$ cat src/rtl/uart_regbank_pkg.sv
package uart_regbank_pkg;

  localparam int DATA_W = 8;

  typedef enum logic [2:0] {
    OFS_DATA    = 3'd0,
    OFS_IEN     = 3'd1,
    OFS_IID     = 3'd2,
    OFS_LCTL    = 3'd3,
    OFS_MCTL    = 3'd4,
    OFS_LSTAT   = 3'd5,
    OFS_MSTAT   = 3'd6,
    OFS_SCRATCH = 3'd7
  } ofs_e;

  // line-control bit positions
  localparam int LC_LEN_LO = 0;
  localparam int LC_STOP   = 2;
  localparam int LC_PAREN  = 3;
  localparam int LC_PEVEN  = 4;
  localparam int LC_BRK    = 6;
  localparam int LC_DLAB   = 7;

  typedef struct packed {
    logic [3:0] word_len;
    logic       two_stop;
    logic       par_en;
    logic       par_even;
  } line_cfg_t;

  function automatic line_cfg_t lctl_decode(input logic [DATA_W-1:0] v);
    line_cfg_t c;
    c.word_len = {2'b00, v[LC_LEN_LO+1:LC_LEN_LO]} + 4'd5;
    c.two_stop = v[LC_STOP];
    c.par_en   = v[LC_PAREN];
    c.par_even = v[LC_PEVEN];
    return c;
  endfunction

endpackage

$ cat src/rtl/uart_line_cfg.sv
module uart_line_cfg
  import uart_regbank_pkg::*;
(
  input  logic              clk,
  input  logic              rst_n,
  input  logic [DATA_W-1:0] lctl_nxt,
  input  logic              div_ok_nxt,
  output line_cfg_t         cfg_q
);

  line_cfg_t cfg_d;
  logic      cfg_en;

  always_comb begin
    cfg_en = div_ok_nxt;
    cfg_d  = lctl_decode(lctl_nxt);
  end

  always_ff @(posedge clk or negedge rst_n) begin
    if (!rst_n) begin
      cfg_q <= lctl_decode('0);
    end else if (cfg_en) begin
      cfg_q <= cfg_d;
    end
  end

endmodule

$ cat src/rtl/uart_rx_hold.sv
module uart_rx_hold
  import uart_regbank_pkg::*;
(
  input  logic              clk,
  input  logic              rst_n,
  input  logic              rx_strobe,
  input  logic [DATA_W-1:0] rx_byte,
  input  logic              line_break,
  input  logic              rd_clear,
  output logic [DATA_W-1:0] rx_data_q,
  output logic              ready_q,
  output logic              brk_seen_q
);

  logic [DATA_W-1:0] rx_data_d;
  logic              ready_d;
  logic              brk_seen_d;
  logic              load_en;

  always_comb begin
    load_en    = rx_strobe && !ready_q;
    rx_data_d  = rx_data_q;
    ready_d    = ready_q;
    brk_seen_d = brk_seen_q;
    if (rd_clear) begin
      ready_d    = 1'b0;
      brk_seen_d = 1'b0;
    end
    if (load_en) begin
      rx_data_d = rx_byte;
      ready_d   = 1'b1;
    end
    if (line_break) begin
      brk_seen_d = 1'b1;
    end
  end

  always_ff @(posedge clk or negedge rst_n) begin
    if (!rst_n) begin
      rx_data_q  <= '0;
      ready_q    <= 1'b0;
      brk_seen_q <= 1'b0;
    end else begin
      rx_data_q  <= rx_data_d;
      ready_q    <= ready_d;
      brk_seen_q <= brk_seen_d;
    end
  end

endmodule

$ cat src/rtl/uart_regbank.sv
module uart_regbank
  import uart_regbank_pkg::*;
#(
  parameter int          IEN_W    = 4,
  parameter int          MCTL_W   = 5,
  parameter int          SYNC_LEN = 2,
  parameter logic [7:0]  IID_IDLE = 8'h01
) (
  input  logic        clk,
  input  logic        rst_n,
  input  logic [2:0]  host_addr,
  input  logic        host_wr,
  input  logic        host_rd,
  input  logic [7:0]  host_wdata,
  output logic [7:0]  host_rdata,
  output logic        tx_strobe,
  output logic [7:0]  tx_byte,
  input  logic        rx_strobe,
  input  logic [7:0]  rx_byte,
  output logic        rx_busy,
  input  logic        line_break,
  output logic [3:0]  word_len,
  output logic        two_stop,
  output logic        parity_en,
  output logic        parity_even,
  output logic        break_out,
  output logic        break_change,
  output logic [15:0] divisor,
  output logic        div_valid,
  output logic [3:0]  int_enable,
  output logic [4:0]  modem_ctrl
);

  localparam int DIV_W = 2 * DATA_W;

  // reset: asserted asynchronously, released after SYNC_LEN clocks
  logic [SYNC_LEN-1:0] rst_pipe_q;
  logic                rst_sync_n;

  always_ff @(posedge clk or negedge rst_n) begin
    if (!rst_n) rst_pipe_q <= '0;
    else        rst_pipe_q <= {rst_pipe_q[SYNC_LEN-2:0], 1'b1};
  end
  assign rst_sync_n = rst_pipe_q[SYNC_LEN-1];

  // register state
  logic [DATA_W-1:0] lctl_q, lctl_d;
  logic [IEN_W-1:0]  ien_q, ien_d;
  logic [MCTL_W-1:0] mctl_q, mctl_d;
  logic [DATA_W-1:0] scr_q, scr_d;
  logic [DIV_W-1:0]  div_q, div_d;
  logic [DATA_W-1:0] txb_q, txb_d;
  logic              txgo_q, txgo_d;
  logic              brkchg_q, brkchg_d;

  logic              dlab;
  logic              rd_clear;
  ofs_e              ofs;
  logic [DATA_W-1:0] rx_data;
  logic              rx_ready;
  logic              rx_brk;
  line_cfg_t         cfg;

  assign dlab     = lctl_q[LC_DLAB];
  assign ofs      = ofs_e'(host_addr);
  assign rd_clear = host_rd && (ofs == OFS_DATA) && !dlab;

  // next-state for host writes
  always_comb begin
    lctl_d   = lctl_q;
    ien_d    = ien_q;
    mctl_d   = mctl_q;
    scr_d    = scr_q;
    div_d    = div_q;
    txb_d    = txb_q;
    txgo_d   = 1'b0;
    brkchg_d = 1'b0;
    if (host_wr) begin
      unique case (ofs)
        OFS_DATA: begin
          if (dlab) begin
            div_d[DATA_W-1:0] = host_wdata;
          end else begin
            txb_d  = host_wdata;
            txgo_d = 1'b1;
          end
        end
        OFS_IEN: begin
          if (dlab) div_d[DIV_W-1:DATA_W] = host_wdata;
          else      ien_d = host_wdata[IEN_W-1:0];
        end
        OFS_LCTL: begin
          lctl_d   = host_wdata;
          brkchg_d = host_wdata[LC_BRK] ^ lctl_q[LC_BRK];
        end
        OFS_MCTL:    mctl_d = host_wdata[MCTL_W-1:0];
        OFS_SCRATCH: scr_d  = host_wdata;
        default: ;  // identification, status and modem-status are read only
      endcase
    end
  end

  always_ff @(posedge clk or negedge rst_sync_n) begin
    if (!rst_sync_n) begin
      lctl_q   <= '0;
      ien_q    <= '0;
      mctl_q   <= '0;
      scr_q    <= '0;
      div_q    <= '0;
      txb_q    <= '0;
      txgo_q   <= 1'b0;
      brkchg_q <= 1'b0;
    end else begin
      lctl_q   <= lctl_d;
      ien_q    <= ien_d;
      mctl_q   <= mctl_d;
      scr_q    <= scr_d;
      div_q    <= div_d;
      txb_q    <= txb_d;
      txgo_q   <= txgo_d;
      brkchg_q <= brkchg_d;
    end
  end

  uart_rx_hold rx_hold_i (
    .clk        (clk),
    .rst_n      (rst_sync_n),
    .rx_strobe  (rx_strobe),
    .rx_byte    (rx_byte),
    .line_break (line_break),
    .rd_clear   (rd_clear),
    .rx_data_q  (rx_data),
    .ready_q    (rx_ready),
    .brk_seen_q (rx_brk)
  );

  uart_line_cfg line_cfg_i (
    .clk        (clk),
    .rst_n      (rst_sync_n),
    .lctl_nxt   (lctl_d),
    .div_ok_nxt (div_d != '0),
    .cfg_q      (cfg)
  );

  // read mux
  always_comb begin
    unique case (ofs)
      OFS_DATA:    host_rdata = dlab ? div_q[DATA_W-1:0] : rx_data;
      OFS_IEN:     host_rdata = dlab ? div_q[DIV_W-1:DATA_W]
                                     : {{(DATA_W-IEN_W){1'b0}}, ien_q};
      OFS_IID:     host_rdata = IID_IDLE;
      OFS_LCTL:    host_rdata = lctl_q;
      OFS_MCTL:    host_rdata = {{(DATA_W-MCTL_W){1'b0}}, mctl_q};
      OFS_LSTAT:   host_rdata = {1'b0, 1'b1, 1'b1, rx_brk, 3'b000, rx_ready};
      OFS_MSTAT:   host_rdata = '0;
      OFS_SCRATCH: host_rdata = scr_q;
      default:     host_rdata = '0;
    endcase
  end

  assign tx_strobe    = txgo_q;
  assign tx_byte      = txb_q;
  assign rx_busy      = rx_ready;
  assign word_len     = cfg.word_len;
  assign two_stop     = cfg.two_stop;
  assign parity_en    = cfg.par_en;
  assign parity_even  = cfg.par_even;
  assign break_out    = lctl_q[LC_BRK];
  assign break_change = brkchg_q;
  assign divisor      = div_q;
  assign div_valid    = (div_q != '0);
  assign int_enable   = ien_q;
  assign modem_ctrl   = mctl_q;

endmodule

$ cat config.mk
export PLATFORM = sky130hd
export DESIGN_NAME = uart_regbank
export DESIGN_NICKNAME = d
export VERILOG_FILES = /design/src/rtl/uart_regbank_pkg.sv /design/src/rtl/uart_line_cfg.sv /design/src/rtl/uart_rx_hold.sv /design/src/rtl/uart_regbank.sv
export SDC_FILE = /design/constraint.sdc
export NUM_CORES = 1
export LEC_CHECK = 0
export BUFFER_PORTS_ARGS = -buffer_cell sky130_fd_sc_hd__buf_2
export CAP_MARGIN = 20
export CORE_MARGIN = 2
export CORE_UTILIZATION = 55
export CTS_BUF_LIST = sky130_fd_sc_hd__clkbuf_8
export CTS_CLUSTER_DIAMETER = 60
export CTS_CLUSTER_SIZE = 24
export DETAILED_ROUTE_END_ITERATION = 16
export GPL_TIMING_DRIVEN = 0
export PLACE_DENSITY = 0.82
export SLEW_MARGIN = 20
export SYNTH_ARGS = -nofsm -noshare
export SYNTH_HDL_FRONTEND = slang
export SYNTH_SLANG_ARGS = --single-unit
$ cat constraint.sdc
create_clock -name clk -period 2.8 [get_ports clk]
set_input_delay 0.28 -clock clk [delete_from_list [all_inputs] [get_ports clk]]
set_output_delay 0.28 -clock clk [all_outputs]
set_load 0.05 [all_outputs]
Word-level counts from Yosys, hierarchy flattened
Cells that the tools add are included.
{ "op_classes": {"n_eq_ne": 7, "addsub": 1, "n_reduce_logical": 15, "bitwise": 2, "n_mux": 18} }
{ "op_table": {"columns": ["op", "n"], "rows": [
  ["case mux 8 bit (8 select lines)", 1],
  ["two-way mux 8 bit", 6],
  ["nonzero test 16 bit", 2],
  ["two-way mux 16 bit", 1],
  ["equality test 3 bit, second input constant", 4],
  ["two-way mux 5 bit", 2],
  ["two-way mux 1 bit", 8],
  ["equality test 3 x 2 -> 1 bit, second input constant", 2],
  ["AND reduction 2 bit", 3],
  ["AND reduction 3 bit", 2],
  ["adder 2 x 3 -> 4 bit, second input constant", 1],
  ["nonzero test 2 bit", 2],
  ["equality test 3 x 1 -> 1 bit, second input constant", 1],
  ["logical AND 1 bit", 3],
  ["zero test 3 bit", 1],
  ["zero test 1 bit", 2],
  ["NOT 1 bit", 1],
  ["bitwise XOR 1 bit", 1]
]} }
{ "word_totals": {"in_bits": 25, "register_bits": 70, "wordCells": 60, "out_inout_bits": 53} }

Depth between registers and ports, before layout
{ "logic_depth": {"ltp_word": 5, "depth_mapped": 6} }

Cells and area by module
A second synthesis with hierarchy kept.
{ "unflattened": {"cells_unflattened": 253, "hier_area_um2": 3387.0} }
{ "modules_own_cells": {"columns": ["module", "cells_per_inst", "area_each_um2", "n_inst"], "rows": [
  ["uart_regbank", 211, 2663.8, 1],
  ["uart_rx_hold", 23, 406.6, 1],
  ["uart_line_cfg", 19, 316.6, 1]
]} }

Least setup slack after synthesis
OpenSTA, ideal clock, no wires.
{ "synth_timing": {"path_kind": "register to output", "start": "reg lctl_q[7]", "end": "out host_rdata[6]", "t_arrival_ns": 2.121, "path_stages_with_launch": 7, "setup_slack_ns": 0.399, "path_buffers": 2, "cell_sequence": "dfrtp_1 > buf_1 > buf_2 > nand2_1 > o21ai_0 > a22oi_1 > a21oi_1"} }
{ "synth_via": {"elab_chain_cells": 2, "elab_cells_between_ends": 3} }
{ "synth_rtl": {"columns": ["item", "line", "text"], "rows": [
  ["from (decl)", "uart_regbank.sv:47", "logic [DATA_W-1:0] lctl_q, lctl_d;"],
  ["from (signal assigned)", "uart_regbank.sv:114", "lctl_q <= lctl_d;"],
  ["two-way mux 8 bit, on equally long branches", "uart_regbank.sv:149, uart_regbank.sv:148", null],
  ["case mux 8 bit (8 select lines) *", "uart_regbank.sv:147", "unique case (ofs)"],
  ["to (decl)", "uart_regbank.sv:15", "output logic [7:0] host_rdata,"]
]} }
Mark *: on every way between the ends. The rest lies on a longest branch, timed or not.

Worst setup path in the final report
{ "layout_timing": {"start": "reg lctl_q[7]", "end": "out host_rdata[4]"} }
The elaborated chain is that of the path after synthesis.

==> impl_metrics.json <==
{
  "cts_buffers": 9,
  "yosys.area_share.xor_xnor": 0.00275,
  "numPlacedInstances": 391,
  "row_count": 27,
  "io_pins": 78,
  "hold_viol": 0,
  "ys_ff_latch": 70,
  "power.total_mw": 3.94,
  "drc": 0,
  "cts_buffer_depth": 2,
  "rsz0062_at_grt": "no",
  "final_area_mm2": 0.00390,
  "cts_root_buf": "clkbuf_8",
  "cts_tree": "done",
  "die_w_um": 80.0,
  "ant_nets": 0,
  "grt-ovfl-total": 0,
  "syn_area_mm2": 0.00318,
  "whs_ps": 113,
  "grt.total_usage": 0.244,
  "internal_power_mw": 2.30,
  "synthAdderAreaFrac": 0.00394,
  "skew_ps": 7.75,
  "drive_gt1_frac": 0.494,
  "netlist_instances": 242,
  "critPathLaunchType": "register",
  "end_kind": "primary output",
  "final_nets": 357,
  "dpl_cell_area_mm2": 0.00367,
  "min_path_type": "in2reg",
  "syn-num-nets": 268,
  "muxShareOfSynthArea": 0.275,
  "ir_worst_vdd_mv": 0.687,
  "setup.worst_path.start": "lctl_q[7]$_DFFE_PN0P_",
  "p_clk_frac": 0.224,
  "tightest_slew_ps": 745,
  "wl_per_cell_um": 18.3,
  "antenna_found_initial": 0,
  "fin_ws_ps": 300,
  "hold_start": "line_break",
  "grt_pass1_vias": 2325,
  "dp_hpwl_um": 5380,
  "cp.required_ps": 2520,
  "drt-total-wl_um": 7450,
  "criticalPathCategory": "reg2out",
  "r2r-start": "divisor[0]$_DFF_PN0_",
  "place.gp.congestion": 0.972,
  "area_growth_pct": 22.7,
  "ys_warn_count": 0,
  "layout_commonest_cell": "buf_2",
  "fmax_mhz": 400,
  "slew_violations": 0,
  "clk_pin_slew_ps": 70,
  "min_period_ps": 2500,
  "final_cell_mix": "78 x buf_2, 67 x dfrtp_1, 65 x mux2_2",
  "firstDrtPassIters": 4,
  "port_buffers": 76,
  "fin_tns_setup_ps": 0,
  "slew_headroom": 0.501,
  "die_area_mm2": 0.00640,
  "synth.avg_cell_area_um2": 13.1,
  "setup_viol_count_final": 0,
  "dp_slack_ps": 471,
  "layout_worst_path_cycle_share": 0.893,
  "initial_core_util": 0.574,
  "htreeDepth": 3,
  "p_leak_nw": 1.89,
  "synth_cell_type_count": 38,
  "fin_util": 0.704,
  "grt_max_degree": 37,
  "power_density_mw_per_mm2": 1010,
  "synth-simple-area-share": 0.0657,
  "num_vias": 2367,
  "path_max_fanout": 10,
  "cts_setup_buffers": 0,
  "grt_pass1_wl_um": 11500,
  "cp.arrival_ps": 2220,
  "clkSinkCount": 70,
  "p_comb_frac": 0.389,
  "status": "finished, final reports clean",
  "cap_violations": 0,
  "drt-initial-drc-count": 133,
  "insertedDiodeCount": 0,
  "ys_seq_area_frac": 0.552,
  "synth_top_family_by_area": "multiplexers",
  "layout.cells.non_filler": 408,
  "switchingPower_mw": 1.64,
  "switching_share": 0.416,
  "clk_latency_ps": 350,
  "core_region_area_mm2": 0.00554,
  "die_y_um": 80.0,
  "synth-compound-area-share": 0.0779,
  "pwr-share-seq": 0.386,
  "viasPerCell": 5.80
}
## metal layers
metal  GRT usage  vias to the layer above  part of all wire
met5           0                        -                 0
met4       0.137                        0             0.018
met3      0.0419                       12             0.066
met2       0.403                      102              0.50
met1       0.303                     1190              0.41
li1            -                     1063                 -
## flip-flops by register name (all words and copies together) (netlist names), 4 cells and up
name / cells
modem_ctrl: 5
int_enable: 4
rx_hold_i.rx_data_q: 8
line_cfg_i.cfg_q: 7
lctl_q: 8
tx_byte: 8
divisor: 16
scr_q: 8
## worst paths after layout
path / to / slack [ps] / cells after the start
min reg2reg: tx_byte[1]$_DFFE_PN0P_ / 270 / 0
min: rx_hold_i.brk_seen_q$_DFFE_PN0P_ / 110 / 2
max in group asynchronous: line_cfg_i.cfg_q[3]$_DFFE_PN1P_ / 1930 / 1
max reg2reg: line_cfg_i.cfg_q[2]$_DFFE_PN0P_ / 650 / 4
max: host_rdata[4] / 300 / 7
min in group asynchronous: rst_pipe_q[0]$_DFF_PN0_ / 250 / 2
## synthesized netlist by cell type (all sizes together)
| cell type | n | area, um2 |
|---|---|---|
| dfrtp | 68 | 1700 |
| mux2 | 66 | 743 |
| nand2 | 16 | 60.1 |
| a21oi | 15 | 75.1 |
| mux2i | 13 | 130 |
| clkbuf | 7 | 26.3 |
| nor4 | 6 | 37.5 |
| a22oi | 5 | 37.5 |
| inv | 5 | 18.8 |
| o21ai | 5 | 25.0 |
| buf | 4 | 25.0 |
| nor2 | 4 | 15.0 |
| a21o | 2 | 15.0 |
| a221oi | 2 | 35.0 |
| a22o | 2 | 17.5 |
| and3 | 2 | 12.5 |
| dfstp | 2 | 52.6 |
| nor3 | 2 | 10.0 |
| or2 | 2 | 12.5 |
| a21boi | 1 | 7.51 |
| a311oi | 1 | 8.76 |
| a32oi | 1 | 8.76 |
| and2 | 1 | 6.26 |
| and3b | 1 | 8.76 |
| conb | 1 | 3.75 |
| ha | 1 | 12.5 |
| nand2b | 1 | 6.26 |
| nand4 | 1 | 6.26 |
| nand4bb | 1 | 27.5 |
| nor2b | 1 | 6.26 |
| o211ai | 1 | 7.51 |
| o311a | 1 | 10.0 |
| xnor2 | 1 | 8.76 |
## logic make-up after synthesis
family / Yosys count
buffers and inverters: 16
DFF: 70
AOI/OAI and AO/OA: 36
xor gates and xnor gates: 1
other: 1
adders and majority gates: 1
and+or+nand+nor: 38
muxes: 79
## worst max-delay path, cell delays in order (launching register included)
cell	delay [ps]
dfrtp_1	420
clkbuf_2	310
buf_2	330
nand2_1	90
a21oi_1	160
a21oi_1	60
a22oi_1	200
buf_2	310
## area by class of cell
| type | instances | area [um2] |
|---|---|---|
| Buffer | 11 | 52.6 |
| Clock buffer | 10 | 138 |
| Clock inverter | 6 | 77.6 |
| Fill cell | 423 | 1640 |
| Inverter | 5 | 18.8 |
| Multi-Input combinational cell | 156 | 1360 |
| Sequential cell | 70 | 1760 |
| Tap cell | 72 | 90.1 |
| Timing Repair Buffer | 78 | 410 |
## power groups by stage
stage,Clock [mW],Sequential [mW],Combinational (mW)
global placement,0,1.54,1.50
finish,0.884,1.52,1.53
floorplan,0,2.13,0.550
global route,0.922,1.56,1.61
CTS,0.888,1.52,1.54
detailed placement,0,1.54,1.54
## what timing repair did
item                       CTS  global route
resized for setup            0             1
hold endpoints to repair     2             0
setup endpoints to repair    0             2
hold buffers                 1             0
Note: power is estimated with default switching activity, not from simulation.
